File: src/rtl/xmem_stretch_pkg.sv
package xmem_stretch_pkg;

  localparam int STRETCH_W = 3;
  localparam int MAX_PHASE = 4 * ((2 ** STRETCH_W) - 1);
  localparam int CNT_W     = $clog2(MAX_PHASE);

  typedef enum logic [2:0] {
    PH_IDLE,
    PH_ALE,
    PH_SETUP,
    PH_STROBE,
    PH_HOLD
  } phase_t;

  typedef struct packed {
    logic load;
    logic aleOn;
    logic addrDrive;
    logic dataDrive;
    logic rdOn;
    logic wrOn;
    logic capture;
    logic done;
  } busCtrl_t;

  // latch-enable phase length
  function automatic int aleLen(input logic [STRETCH_W-1:0] s);
    return (s >= 3'd4) ? 6 : 2;
  endfunction

  // setup and hold share one length
  function automatic int edgeLen(input logic [STRETCH_W-1:0] s);
    if (s == '0) return 2;
    return (s >= 3'd4) ? 7 : 3;
  endfunction

  function automatic int strobeLen(input logic [STRETCH_W-1:0] s);
    if (s == '0) return 2;
    return 4 * int'(s);
  endfunction

endpackage

File: src/rtl/xmem_stretch_ctrl.sv
module xmem_stretch_ctrl
  import xmem_stretch_pkg::*;
(
  input  logic                 clk,
  input  logic                 rstN,
  input  logic                 start,
  input  logic                 rdNotWr,
  input  logic [STRETCH_W-1:0] stretch,
  output busCtrl_t             ctrl,
  output logic                 busy
);

  phase_t               phase;
  logic [CNT_W-1:0]     cnt;
  logic [STRETCH_W-1:0] sLat;
  logic                 readLat;
  logic                 lastTick;

  assign lastTick = (cnt == '0);

  always_ff @(posedge clk) begin
    if (!rstN) begin
      phase   <= PH_IDLE;
      cnt     <= '0;
      sLat    <= '0;
      readLat <= 1'b0;
    end else begin
      unique case (phase)
        PH_IDLE: begin
          if (start) begin
            phase   <= PH_ALE;
            cnt     <= CNT_W'(aleLen(stretch) - 1);
            sLat    <= stretch;
            readLat <= rdNotWr;
          end
        end
        PH_ALE: begin
          if (lastTick) begin
            phase <= PH_SETUP;
            cnt   <= CNT_W'(edgeLen(sLat) - 1);
          end else begin
            cnt <= cnt - 1'b1;
          end
        end
        PH_SETUP: begin
          if (lastTick) begin
            phase <= PH_STROBE;
            cnt   <= CNT_W'(strobeLen(sLat) - 1);
          end else begin
            cnt <= cnt - 1'b1;
          end
        end
        PH_STROBE: begin
          if (lastTick) begin
            phase <= PH_HOLD;
            cnt   <= CNT_W'(edgeLen(sLat) - 1);
          end else begin
            cnt <= cnt - 1'b1;
          end
        end
        PH_HOLD: begin
          if (lastTick) begin
            phase <= PH_IDLE;
          end else begin
            cnt <= cnt - 1'b1;
          end
        end
        default: phase <= PH_IDLE;
      endcase
    end
  end

  always_comb begin
    ctrl           = '0;
    ctrl.load      = (phase == PH_IDLE) && start;
    ctrl.aleOn     = (phase == PH_ALE);
    ctrl.addrDrive = (phase == PH_ALE);
    ctrl.dataDrive = !readLat &&
                     ((phase == PH_SETUP) || (phase == PH_STROBE) || (phase == PH_HOLD));
    ctrl.rdOn      = readLat && (phase == PH_STROBE);
    ctrl.wrOn      = !readLat && (phase == PH_STROBE);
    ctrl.capture   = readLat && (phase == PH_STROBE) && lastTick;
    ctrl.done      = (phase == PH_HOLD) && lastTick;
  end

  assign busy = (phase != PH_IDLE);

endmodule

File: src/rtl/xmem_stretch_dp.sv
module xmem_stretch_dp
  import xmem_stretch_pkg::*;
#(
  parameter int ADDR_W = 16,
  parameter int DATA_W = 8
) (
  input  logic                     clk,
  input  logic                     rstN,
  input  busCtrl_t                 ctrl,
  input  logic [ADDR_W-1:0]        addr,
  input  logic [DATA_W-1:0]        wrData,
  input  logic [DATA_W-1:0]        rdBus,
  output logic                     ale,
  output logic                     rdN,
  output logic                     wrN,
  output logic                     addrOe,
  output logic                     dataOe,
  output logic [DATA_W-1:0]        adOut,
  output logic [ADDR_W-DATA_W-1:0] addrHi,
  output logic [DATA_W-1:0]        readData,
  output logic                     done
);

  logic [ADDR_W-1:0] addrLat;
  logic [DATA_W-1:0] wrLat;

  always_ff @(posedge clk) begin
    if (!rstN) begin
      addrLat  <= '0;
      wrLat    <= '0;
      readData <= '0;
    end else begin
      if (ctrl.load) begin
        addrLat <= addr;
        wrLat   <= wrData;
      end
      if (ctrl.capture) begin
        readData <= rdBus;
      end
    end
  end

  assign adOut  = ctrl.addrDrive ? addrLat[DATA_W-1:0] : wrLat;
  assign addrHi = addrLat[ADDR_W-1:DATA_W];
  assign ale    = ctrl.aleOn;
  assign rdN    = !ctrl.rdOn;
  assign wrN    = !ctrl.wrOn;
  assign addrOe = ctrl.addrDrive;
  assign dataOe = ctrl.dataDrive;
  assign done   = ctrl.done;

endmodule

File: src/rtl/xmem_cycle_stretcher.sv
module xmem_cycle_stretcher
  import xmem_stretch_pkg::*;
#(
  parameter int ADDR_W = 16,
  parameter int DATA_W = 8
) (
  input  logic                     clk,
  input  logic                     rstN,
  input  logic                     start,
  input  logic                     rdNotWr,
  input  logic [ADDR_W-1:0]        addr,
  input  logic [DATA_W-1:0]        wrData,
  input  logic [STRETCH_W-1:0]     stretch,
  input  logic [DATA_W-1:0]        rdBus,
  output logic                     ale,
  output logic                     rdN,
  output logic                     wrN,
  output logic                     addrOe,
  output logic                     dataOe,
  output logic [DATA_W-1:0]        adOut,
  output logic [ADDR_W-DATA_W-1:0] addrHi,
  output logic [DATA_W-1:0]        readData,
  output logic                     busy,
  output logic                     done
);

  busCtrl_t ctrl;

  xmem_stretch_ctrl ctrl_i (
    .clk     (clk),
    .rstN    (rstN),
    .start   (start),
    .rdNotWr (rdNotWr),
    .stretch (stretch),
    .ctrl    (ctrl),
    .busy    (busy)
  );

  xmem_stretch_dp #(
    .ADDR_W (ADDR_W),
    .DATA_W (DATA_W)
  ) dp_i (
    .clk      (clk),
    .rstN     (rstN),
    .ctrl     (ctrl),
    .addr     (addr),
    .wrData   (wrData),
    .rdBus    (rdBus),
    .ale      (ale),
    .rdN      (rdN),
    .wrN      (wrN),
    .addrOe   (addrOe),
    .dataOe   (dataOe),
    .adOut    (adOut),
    .addrHi   (addrHi),
    .readData (readData),
    .done     (done)
  );

endmodule

File: config.mk
export PLATFORM = sky130hd
export DESIGN_NAME = xmem_cycle_stretcher
export DESIGN_NICKNAME = d
export VERILOG_FILES = /design/src/rtl/xmem_stretch_pkg.sv /design/src/rtl/xmem_stretch_ctrl.sv /design/src/rtl/xmem_stretch_dp.sv /design/src/rtl/xmem_cycle_stretcher.sv
export SDC_FILE = /design/constraint.sdc
export NUM_CORES = 1
export LEC_CHECK = 0
export BUFFER_PORTS_ARGS = -buffer_cell sky130_fd_sc_hd__clkbuf_2
export CORE_UTILIZATION = 45
export DETAILED_ROUTE_END_ITERATION = 10
export PLACE_DENSITY = 0.83
export SLEW_MARGIN = 20
export SYNTH_ARGS = -nofsm -noshare
export SYNTH_HDL_FRONTEND = slang
export SYNTH_SLANG_ARGS = --single-unit
File: constraint.sdc
create_clock -name clk -period 5.51 [get_ports clk]
set_input_delay 0.8265 -clock clk [delete_from_list [all_inputs] [get_ports clk]]
set_output_delay 0.8265 -clock clk [all_outputs]
set_load 0.01 [all_outputs]
[Word-level counts from Yosys, hierarchy flattened]
Cells that the tools add are included.
Word-level totals
  register bits: 44
  bits of input ports: 39
Operators by class
  $lt $le $gt $ge: 2
  $add $sub $neg: 5
  equal/unequal tests: 10
  reductions and logical operators: 19
  muxes and demuxes: 36
Operators with widths (number)
  5-bit 2-to-1 mux: 15
  3-bit 2-to-1 mux: 9
  5-bit case mux with 5 select lines: 1
  5-bit by 2-bit subtractor with 5-bit output (second input constant): 4
  3-bit case mux with 5 select lines: 1
  1-bit 2-to-1 mux: 8
  8-bit 2-to-1 mux: 1
  2-bit by 1-bit != test with 1-bit output (second input constant): 4
  3-bit by 2-bit == test with 1-bit output (second input constant): 2
  3-bit >= comparator (second input constant): 2
  1-bit logical AND: 6
  3-bit logical NOT: 2
  5-bit logical NOT: 1
  5-bit AND reduction: 1
  5-bit nonzero test: 1
  5-bit by 1-bit subtractor with 5-bit output (second input constant): 1
  2-bit != test (second input constant): 2
  3-bit by 1-bit == test with 1-bit output (second input constant): 1
  3-bit == test (second input constant): 1
  1-bit logical NOT: 3
  3-bit AND reduction: 1
  3-bit nonzero test: 1
  1-bit logical OR: 2
  2-bit 2-to-1 mux: 1
  2-bit AND reduction: 1

[Longest topological paths before layout]
Gate-level depths: netlist of the first run.
  depth in word-level cells: 12
  depth in mapped cells: 7
  gate-level depth less buffers: 6

[Hierarchy]
Synthesis of the first run repeated with hierarchy kept, for this count alone.
Unflattened totals
  cell total of the unflattened synthesis: 238
  area, all modules: 2260.9 µm²
Modules (own cells, without submodules)
  xmem_stretch_dp: area each 1423.9 µm², instances 1, cells each 126
  xmem_stretch_ctrl: area each 837.1 µm², instances 1, cells each 112

[Least setup slack after synthesis of the first run]
OpenSTA, ideal clock, no wires.
  path type: reg-to-output
  from: register ctrl_i.phase[2]
  to: output adOut[0]
  stages on the path, launching flop included: 5
  data arrival time: 1.545 ns
  slack: 3.139 ns
  buffers on the path: 1
  data required time: 4.683 ns
  cell sequence: dfxtp_1 -> clkbuf_1 -> nand2b_1 -> nor2_1 -> mux2_2
On the way
  cells in the longest elaborated chain, start to end: 2
Ends and longest elaborated chain
  from (decl): RTL line xmem_stretch_ctrl.sv:13  | phase_t phase;
  from (signal assigned): RTL line xmem_stretch_ctrl.sv:23  | phase <= PH_IDLE;
  from (signal assigned): RTL line xmem_stretch_ctrl.sv:31  | phase <= PH_ALE;
  from (signal assigned): RTL line xmem_stretch_ctrl.sv:39  | phase <= PH_SETUP;
  3-bit by 1-bit == test with 1-bit output: RTL line xmem_stretch_ctrl.sv:77  | ctrl.addrDrive = (phase == PH_ALE);
  via addrOe: RTL line xmem_cycle_stretcher.sv:18  | output logic addrOe,
  8-bit 2-to-1 mux: RTL line xmem_stretch_dp.sv:43  | assign adOut = ctrl.addrDrive ? addrLat[DATA_W-1:0] : wrLat;
  to (decl): RTL line xmem_cycle_stretcher.sv:20  | output logic [DATA_W-1:0] adOut,
The timed path passes the listed nets, and every way through them passes these cells.

[Final worst setup path of the first run]
  from: register ctrl_i.phase[0]
  to: output adOut[3]
On the way
  cells in the longest elaborated chain, start to end: 2
Ends and longest elaborated chain (RTL line)
  3-bit by 1-bit == test with 1-bit output: xmem_stretch_ctrl.sv:77
  8-bit 2-to-1 mux: xmem_stretch_dp.sv:43
Every way passes these cells.

==> flow_summary.toml, run 1 <==
[placed_design]
routabilityCongestion = 0.936
place.detailed.hpwl_um = 3330
portBuffers = 69
place_ws_ns = 2.60

[detailed_routing]
drc = 0
drt-initial-drc-count = 100
drt-met1-wl_um = 1920
ant_nets = 0
routed.top_layer = "met4"
dr_wl_met3_um = 322
wl_um = 4660
via_per_inst = 5.29
num_vias = 1942
avgRoutedWirePerCell_um = 12.7
wl_met2_um = 2310
dr.pass1.iters = 4

[synth]
ys_warn_count = 0
yosys.area_share.adder_pct = 0.593
synth_flop_cell = "dfxtp_1"
synthXorXnorAreaFrac_pct = 0.831
synth_compound_area_share_pct = 14.7
syn_avg_cell_area_um2 = 8.05
synth_top_family_by_area = "simple AND/OR/NAND/NOR gates"
synth_area_um2 = 2110
netlist-cell-type-count = 44
syn_nets = 302
yosysTopAreaCell = "dfxtp_1"
synth_edf_count = 0
synth.top_cell.area_share_pct = 41.8
synthSimpleGateAreaFrac_pct = 25.6
async_flop_share_pct = 0
synth-seq-cells = 44
syn_inst = 262
ys_seq_area_share_pct = 41.8
synth.area.mux_share_pct = 9.02
synthTopCellsByArea = "dfxtp_1 42%, nand2_1 11%, a21oi_1 8.3%"

[worst_setup_path]
crit_family = "simple AND/OR/NAND/NOR gates"
cp_slowest_stage_delay_ns = 0.73
crit_path_cell_trace = "nand2b_1, nor2_1, mux2_2, clkbuf_2"
critPathRequiredTime_ns = 4.68
critPathLaunchType = "flip-flop"
critPathKind = "flip-flop to primary output"
crit_path_end_kind = "primary output"
cp_max_fo = 21
arrival_ns = 2.41
slowest_stage = "dfxtp_1"
path_buf_inv = 1

[clock_tree]
cts_sinks = 44
post_cts_buffers = 0
cts-root-buf = "clkbuf_8"
cts_hold_buf = 0
cts_tree = "yes"
cts.clk_slew.worst_paths_ns = 0.08
ctsResizeCount = 0
htree_levels = 2
clockBufferDepth = 2
cts_buffers = 5
clk_latency_ns = 0.29

[die]
start_util_pct = 47.8
die_area_um2 = 4960
coreArea_um2 = 4410
io_pins = 70
die_width_um = 70.4
rows = 24
die_y_um = 70.4

[finish]
fill_cells = 410
area_delta_synth_final_pct = 19.0
antenna_cells = 0
drive_gt1_share_pct = 29.2
fin_nets = 354

[timing]
rsz0062_at_grt = "false"
clock.fmax_ghz = 0.309
tightest_slew_ns = 0.984
setup_ws_ns = 2.27
fin_crit_sh_pct = 58.8
hold_slack_ns = 0.457
fin_tns_setup_ns = 0
slew_headroom_pct = 34.4
hold_viol = 0
min_period_ns = 3.24
drv_slew = 0
fin_skew_ns = 0.00382
setup_viol_count_final = 0

[grt]
grtUsageTotal_pct = 18.8
overflow = 0
grt_start_max_net_pins = 30
first_global_vias = 1682
grt_antenna_before_repair = 0
grt_first_pass_wirelength_um = 7440

[pwr]
p_seq_share_pct = 40.3
swShare_pct = 35.7
power_leakage_nw = 1.16
clockPowerShare_pct = 25.2
power_mw = 1.02
ir_drop_mv = 0.172
switchingPower_mw = 0.364
internal_power_mw = 0.657
combPwrFrac_pct = 34.5
pwr_density_cell_nw_per_um2 = 407

[job]
cap_violations = 0

[outcome]
status = "complete, no violations"

[worst_hold_path]
hp-class = "flip-flop to flip-flop"
[final cells by class]
class	instances	area (um2)	area share (%)
Multi-Input combinational cell	188	1070	42.6
Clock inverter	2	38.8	1.55
Timing Repair Buffer	70	353	14.1
Tap cell	52	65.1	2.59
Sequential cell	44	881	35.1
Clock buffer	6	82.6	3.29
Inverter	5	18.8	0.748
[cell usage in the layout (no fill, tap or decap), types with 2 or more instances in the layout]
cell      count
nor2_1       14
dfxtp_1      44
o22ai_1       3
nor2b_1       5
clkbuf_2     69
mux2_2        8
inv_1         5
and2_1        2
a31oi_1       2
nor3_1        8
clkbuf_8      6
mux2i_1      10
nor3b_1       2
o21ai_0       4
nand3_1       4
nand3b_1      3
a21oi_1      35
nand2_1      64
o211ai_1      2
[worst min-delay path: stages (launching register included)]
cell     delay, ns
dfxtp_1       0.31
nand2_1       0.05
a21oi_1       0.05
[cell usage after synthesis, types with 4 or more instances]
cell type  instances
buf_4              9
inv_1              5
nor2_1            14
a21oi_1           35
nand2_1           64
o21ai_0            4
dfxtp_1           44
clkbuf_1           9
nor3_1             8
mux2_2             8
nand3_1            4
nor2b_1            5
mux2i_1           10
[through the flow]
step,cells,instance area [um2],util (%)
after CTS,367,2510,56.8
after global placement,359,2390,54.1
after global routing,367,2510,56.8
after detailed placement,359,2390,54.1
after floorplan,262,2110,-
final,367,2510,56.8
[sequential cells by signal, indices dropped and copies added, names as in the netlist]
| name | flops |
|---|---|
| dp_i.wrLat | 8 |
| ctrl_i.readLat | 1 |
| ctrl_i.sLat | 3 |
| dp_i.addrLat | 16 |
| dp_i.readData | 8 |
| ctrl_i.phase | 3 |
| ctrl_i.cnt | 5 |
[per-layer routing]
| metal | up-vias | GRT usage (%) |
|---|---|---|
| met4 | 0 | 8.89 |
| met1 | 862 | 21.7 |
| met3 | 13 | 4.33 |
| met2 | 81 | 32.5 |
| li1 | 986 | - |
| met5 | - | 0 |
[kinds of logic (layout without fill, tap and decap cells)]
family                     after synthesis  after routing
and+or+nand+nor                        113            113
AOI/OAI and AO/OA                       54             54
DFF                                     44             44
buffers and inverters                   30             83
muxes                                   18             18
xor gates and xnor gates                 2              2
adders and majority gates                1              1
[power by group through the flow]
| stage | logic [mW] | registers, mW | clock network, mW |
|---|---|---|---|
| 2_1_floorplan | 0.303 | 0.390 | 0 |
| 3_3_place_gp | 0.344 | 0.416 | 0 |
| 3_5_place_dp | 0.352 | 0.419 | 0 |
| 4_1_cts | 0.353 | 0.411 | 0.263 |
| 5_1_grt | 0.388 | 0.421 | 0.278 |
| 6_report | 0.352 | 0.412 | 0.257 |
[final timing paths]
kind	start	endpoint	slack, ns	cells after the start
setup / recovery	ctrl_i.phase[0]$_SDFFE_PN0P_	adOut[3]	2.27	4
hold / removal	dp_i.addrLat[14]$_SDFFE_PN0P_	dp_i.addrLat[14]$_SDFFE_PN0P_	0.46	2
setup reg to reg	ctrl_i.cnt[0]$_SDFFE_PN0P_	ctrl_i.cnt[4]$_SDFFE_PN0P_	3.32	6
hold reg to reg	dp_i.addrLat[14]$_SDFFE_PN0P_	dp_i.addrLat[14]$_SDFFE_PN0P_	0.46	2
Note: power is estimated with default switching activity, not from simulation.
==> run 2: changes to the inputs <==
--- a/config.mk
+++ b/config.mk
@@ -5,10 +5,11 @@
 export SDC_FILE = /design/constraint.sdc
 export NUM_CORES = 1
 export LEC_CHECK = 0
+export ABC_AREA = 1
 export BUFFER_PORTS_ARGS = -buffer_cell sky130_fd_sc_hd__clkbuf_2
 export CORE_UTILIZATION = 45
 export DETAILED_ROUTE_END_ITERATION = 10
-export PLACE_DENSITY = 0.83
+export PLACE_DENSITY = 0.86
 export SLEW_MARGIN = 20
 export SYNTH_ARGS = -nofsm -noshare
 export SYNTH_HDL_FRONTEND = slang
==> constraint.sdc (replaced) <==
create_clock -name clk -period 2.85 [get_ports clk]
set_input_delay 0.4275 -clock clk [delete_from_list [all_inputs] [get_ports clk]]
set_output_delay 0.4275 -clock clk [all_outputs]
set_load 0.01 [all_outputs]
==> flow_summary.toml, run 2 <==
[outcome]
status = "finished with violations"
violations = "DRC"

[timing]
hold_slack_ns = 0.373
setup_viol_count_final = 0
fin_crit_sh_pct = 76.4
slew_headroom_pct = 52.0
rsz0062_at_grt = "false"
fin_skew_ns = 0.00532
min_period_ns = 2.18
clock.fmax_ghz = 0.459
setup_ws_ns = 0.673
drv_slew = 0
hold_viol = 0
fin_tns_setup_ns = 0
tightest_slew_ns = 0.719

[placed_design]
portBuffers = 69
place.detailed.hpwl_um = 3350
dpl.cell_count = 404
place_ws_ns = 1.00
routabilityCongestion = 0.894
postPlaceCellArea_um2 = 2400

[clock_tree]
clk_latency_ns = 0.30
clockBufferDepth = 2
htree_levels = 2
cts_sinks = 44
cts_buffers = 5
cts.clk_slew.worst_paths_ns = 0.09
post_cts_buffers = 0
cts_hold_buf = 0
cts_tree = "yes"
cts-root-buf = "clkbuf_8"
ctsResizeCount = 0

[worst_setup_path]
r2r_setup_slack_ns = 1.03
critPathLaunchType = "flip-flop"
cp_slowest_stage_delay_ns = 0.50
cp_max_fo = 20
worst-r2r-cell-count = 7
crit_path_cell_trace = "nor2_2, inv_1, nor2_4, nor4_1, clkbuf_2"
slowest_stage = "dfxtp_1"
reg2reg_to = "ctrl_i.readLat$_SDFFE_PN0P_"
r2r_start = "ctrl_i.phase[2]$_SDFFE_PN0P_"
path_buf_inv = 2
crit_family = "simple AND/OR/NAND/NOR gates"
arrival_ns = 1.75
critPathRequiredTime_ns = 2.42
critPathKind = "flip-flop to primary output"
crit_path_end_kind = "primary output"

[finish]
stdcell_count = 412
area.sequential_um2 = 881
fin_nets = 399
antenna_cells = 0
area_delta_synth_final_pct = 17.9
regMostFlops = "dp_i.addrLat"
drive_gt1_share_pct = 28.3
largest_register_ffs = 16
fin_util_pct = 56.7
final_area_um2 = 2520
reg.largest.list = "dp_i.addrLat: 16 flops, dp_i.readData: 8 flops, dp_i.wrLat: 8 flops"
fill_cells = 424
multiInputGateArea_um2 = 981
layout_commonest_cell = "clkbuf_2"
mostFrequentLayoutCells = "69 x clkbuf_2, 61 x nand2_1, 44 x dfxtp_1, 35 x a21oi_1, 29 x o21ai_0"

[job]
cap_violations = 0

[grt]
overflow = 0
grt_first_pass_wirelength_um = 7710
grtUsageTotal_pct = 19.2
first_global_vias = 1857
grt_antenna_before_repair = 0
grt_start_max_net_pins = 40

[die]
coreArea_um2 = 4440
io_pins = 70
start_util_pct = 48.1
rows = 24
die_width_um = 70.9
die_y_um = 70.9
die_area_um2 = 5030

[pwr]
power_mw = 2.66
power_leakage_nw = 1.18
pwr_density_cell_nw_per_um2 = 1050
ir_drop_mv = 0.528

[synth]
syn_nets = 344
netlist-cell-type-count = 27
synth.top_cell.area_share_pct = 41.2
ys_warn_count = 0
synth-seq-cells = 44
synth_area_um2 = 2140
async_flop_share_pct = 0
synth_flop_cell = "dfxtp_1"
syn_avg_cell_area_um2 = 7.03
synth_edf_count = 0
ys_seq_area_share_pct = 41.2
syn_inst = 304
yosys-top-cells-count = "61 x nand2_1, 44 x dfxtp_1, 35 x a21oi_1, 29 x o21ai_0, 28 x inv_1"
yosysTopAreaCell = "dfxtp_1"
synthTopCellsByArea = "dfxtp_1 41%, nand2_1 11%, a21oi_1 8.2%"
yosysMostFrequentCell = "nand2_1"

[detailed_routing]
ant_nets = 0
via_per_inst = 4.89
drc = 4
drt-initial-drc-count = 84
num_vias = 2015
dr.pass1.iters = 7
avgRoutedWirePerCell_um = 11.3
wl_um = 4640

[worst_hold_path]
hold_depth = 3
hp-class = "primary input to flip-flop"
min_to = "dp_i.addrLat[10]$_SDFFE_PN0P_"
hp-start = "addr[10]"
## run 2: cell count changes after synthesis, sizes merged, moves of 4 or more
| cell | before | now |
|---|---|---|
| o21ai | 4 | 33 |
| nand3 | 4 | 28 |
| mux2i | 10 | 0 |
| inv | 5 | 32 |
| clkbuf | 9 | 5 |
| nor2 | 14 | 34 |
| mux2 | 8 | 0 |
| nor2b | 5 | 0 |
| nor3 | 8 | 1 |
## run 2: cells by family after synthesis
group	count (synthesis)	share of synthesized area, %
and+or+nand+nor	133	28.2
AOI/OAI and AO/OA	70	16.7
buffers and inverters	55	12.9
DFF	44	41.2
xor gates and xnor gates	1	0.410
adders and majority gates	1	0.585
## run 2: area by class of cell
cell class / count / area share, %
Clock buffer: 5 / 2.73
Clock inverter: 3 / 1.84
Inverter: 33 / 4.97
Multi-Input combinational cell: 205 / 38.9
Sequential cell: 44 / 35.0
Tap cell: 52 / 2.58
Timing Repair Buffer: 70 / 14.0
## run 2: worst reg2reg max path, cell delays in order, from the launching register on
cell	delay, ns
dfxtp_1	0.40
inv_2	0.10
nand2_1	0.07
nor2_2	0.12
buf_4	0.25
nand2_2	0.39
o21ai_0	0.31
a21oi_1	0.06
## run 2: power by group
part	switching (mW)	internal (mW)	total, mW
combinational	0.857	0.456	1.31
sequential	0.0994	0.756	0.856
clock	0.225	0.264	0.489
total	1.18	1.48	2.66
## run 2: how the worst max path moves through the flow
stage,from,endpoint,slack (ns),depth (start not counted)
6_report,ctrl_i.phase[2]$_SDFFE_PN0P_,dataOe,0.67,5
5_1_grt,ctrl_i.phase[2]$_SDFFE_PN0P_,adOut[3],0.52,6
4_1_cts,ctrl_i.phase[2]$_SDFFE_PN0P_,adOut[1],0.66,6
3_5_place_dp,ctrl_i.phase[2]$_SDFFE_PN0P_,adOut[1],1.00,6
3_3_place_gp,ctrl_i.phase[0]$_SDFFE_PN0P_,adOut[1],1.00,7
2_1_floorplan,ctrl_i.phase[2]$_SDFFE_PN0P_,dataOe,1.17,5
## run 2: routing by layer
metal / up-vias / GRT usage, % / routed length [um] / share of wire [%]
met4: 0 / 5.78 / 44 / 0.95
met1: 869 / 23.3 / 2120 / 46
met2: 63 / 32.8 / 2190 / 47
li1: 1077 / - / - / -
met3: 6 / 5.70 / 284 / 6.1
met5: - / 0 / 0 / 0
==> run 3: changes to the inputs <==
==> constraint.sdc (replaced) <==
create_clock -name clk -period 1.9 [get_ports clk]
set_input_delay 0.285 -clock clk [delete_from_list [all_inputs] [get_ports clk]]
set_output_delay 0.285 -clock clk [all_outputs]
set_load 0.01 [all_outputs]
==> flow_summary.toml, run 3 (synthesis gave the netlist of run 2 again) <==
[pwr]
power_leakage_nw = 1.22
power_mw = 4.22
ir_drop_mv = 0.701
pwr_density_cell_nw_per_um2 = 1610

[detailed_routing]
ant_nets = 0
drt-initial-drc-count = 136
wl_um = 5050
avgRoutedWirePerCell_um = 12.1
via_per_inst = 5.05
drc = 0
num_vias = 2105
dr.pass1.iters = 6

[outcome]
status = "complete, no violations"

[worst_setup_path]
critPathLaunchType = "flip-flop"
cp_max_fo = 9
path_buf_inv = 3
reg2reg_to = "ctrl_i.phase[1]$_SDFFE_PN0P_"
critPathKind = "flip-flop to primary output"
r2r_setup_slack_ns = 0.25
critPathRequiredTime_ns = 1.62
arrival_ns = 1.57
crit_family = "simple AND/OR/NAND/NOR gates"
r2r_start = "ctrl_i.phase[0]$_SDFFE_PN0P_"
cp_slowest_stage_delay_ns = 0.42
crit_path_cell_trace = "nor2_2, inv_1, nand2_1, inv_1, nor4_2, clkbuf_2"
slowest_stage = "dfxtp_2"
worst-r2r-cell-count = 9
crit_path_frequent_cell = "inv_1"
crit_path_end_kind = "primary output"

[placed_design]
postPlaceCellArea_um2 = 2440
routabilityCongestion = 0.901
portBuffers = 69
place.detailed.hpwl_um = 3410

[grt]
first_global_vias = 1934
overflow = 0
globalRouteMet1Util_pct = 27.0
grt_start_max_net_pins = 26
met3_usage_pct = 5.70
grt-busiest-layer = "met2"
met2_usage_pct = 34.7
grt_first_pass_wirelength_um = 8570
grt_antenna_before_repair = 0
grtUsageTotal_pct = 21.5

[clock_tree]
clockBufferDepth = 2
htree_levels = 2
cts_tree = "yes"
clk_latency_ns = 0.30
cts-root-buf = "clkbuf_8"
cts_hold_buf = 0
cts_buffers = 5
cts_sinks = 44
cts.clk_slew.worst_paths_ns = 0.08

[finish]
antenna_cells = 0
multiInputGateArea_um2 = 1050
final_area_um2 = 2620
layout_commonest_cell = "clkbuf_2"
fill_cells = 424
area_delta_synth_final_pct = 22.5
regMostFlops = "dp_i.addrLat"
largest_register_ffs = 16
area.sequential_um2 = 883
drive_gt1_share_pct = 30.7
fin_util_pct = 58.9
reg.largest.list = "dp_i.addrLat: 16 flops, dp_i.readData: 8 flops, dp_i.wrLat: 8 flops"
fin_nets = 406
mostFrequentLayoutCells = "68 x clkbuf_2, 61 x nand2_1, 42 x dfxtp_1, 35 x a21oi_1, 29 x o21ai_0"

[die]
rows = 24
die_width_um = 70.9
coreArea_um2 = 4440
start_util_pct = 48.1
die_area_um2 = 5030
die_y_um = 70.9
io_pins = 70

[timing]
fin_tns_setup_ns = 0
hold_viol = 0
slew_headroom_pct = 48.8
fin_skew_ns = 0.00446
min_period_ns = 1.86
setup_viol_count_final = 0
fin_crit_sh_pct = 97.6
hold_slack_ns = 0.231
rsz0062_at_grt = "true"
drv_slew = 0
clock.fmax_ghz = 0.539
tightest_slew_ns = 0.767

[worst_hold_path]
hold_depth = 3
min_to = "dp_i.addrLat[15]$_SDFFE_PN0P_"
hp-class = "primary input to flip-flop"
hp-start = "addr[15]"

[job]
cap_violations = 0
run 3: changes by cell type in the layout (fill, tap and decap cells not counted), sizes merged:
cell      before  now
buf            1    6
nor2          34   37
clkbuf        74   73
clkinvlp       1    0
inv           33   32
run 3: layer usage:
layer	share of wire [%]	routed length, um
met5	0	0
met1	44	2200
met3	7.3	368
met2	47	2400
met4	1.7	86
run 3: final cells by class:
| type | instances | share of cell area [%] |
|---|---|---|
| inverters | 33 | 4.97 |
| clock buffers | 5 | 2.63 |
| multi-input cells | 208 | 39.9 |
| repair buffers | 74 | 15.1 |
| well taps | 52 | 2.48 |
| flip-flops and latches | 44 | 33.7 |
| clock inverters | 1 | 1.15 |
run 3: stage by stage:
| stage | setup slack, ns | cells |
|---|---|---|
| final | 0.0450 | 417 |
| after CTS | 0.00662 | 415 |
| after floorplan | 0.362 | 304 |
| after detailed placement | 0.189 | 407 |
| after global routing | -0.0419 | 417 |
| after global placement | 0.275 | 407 |
run 3: worst max-delay path by stage:
stage                                      start        to  slack [ns]  cells past startpoint
detailed placement  ctrl_i.phase[0]$_SDFFE_PN0P_  adOut[0]        0.19                      7
finish              ctrl_i.phase[1]$_SDFFE_PN0P_    dataOe        0.04                      6
CTS                 ctrl_i.phase[0]$_SDFFE_PN0P_  adOut[0]       0.007                      7
global route        ctrl_i.phase[1]$_SDFFE_PN0P_    dataOe       -0.04                      6
floorplan           ctrl_i.phase[2]$_SDFFE_PN0P_    dataOe        0.36                      5
global placement    ctrl_i.phase[0]$_SDFFE_PN0P_  adOut[6]        0.27                      7
run 3: report_power, final:
part	switching [mW]	internal, mW	total [mW]
Clock	0.299	0.377	0.676
Sequential	0.172	1.14	1.31
Combinational	1.40	0.825	2.23
Total	1.87	2.34	4.22
run 3: worst register-to-register path: cells and delay by family, from the launching register on:
family	cells	cell delay [ns]
buf+inv	3	0.50
compound gates	1	0.14
simple gates	5	0.57
flops	1	0.33
run 3: timing repair:
item                                    in CTS  in global routing
endpoints found under the setup margin      12                 12
pin swaps                                    2                  3
buffers inserted                             0                  1
cloned                                       2                  1
resized for setup                            7                  7
hold endpoints to repair                     0                  0
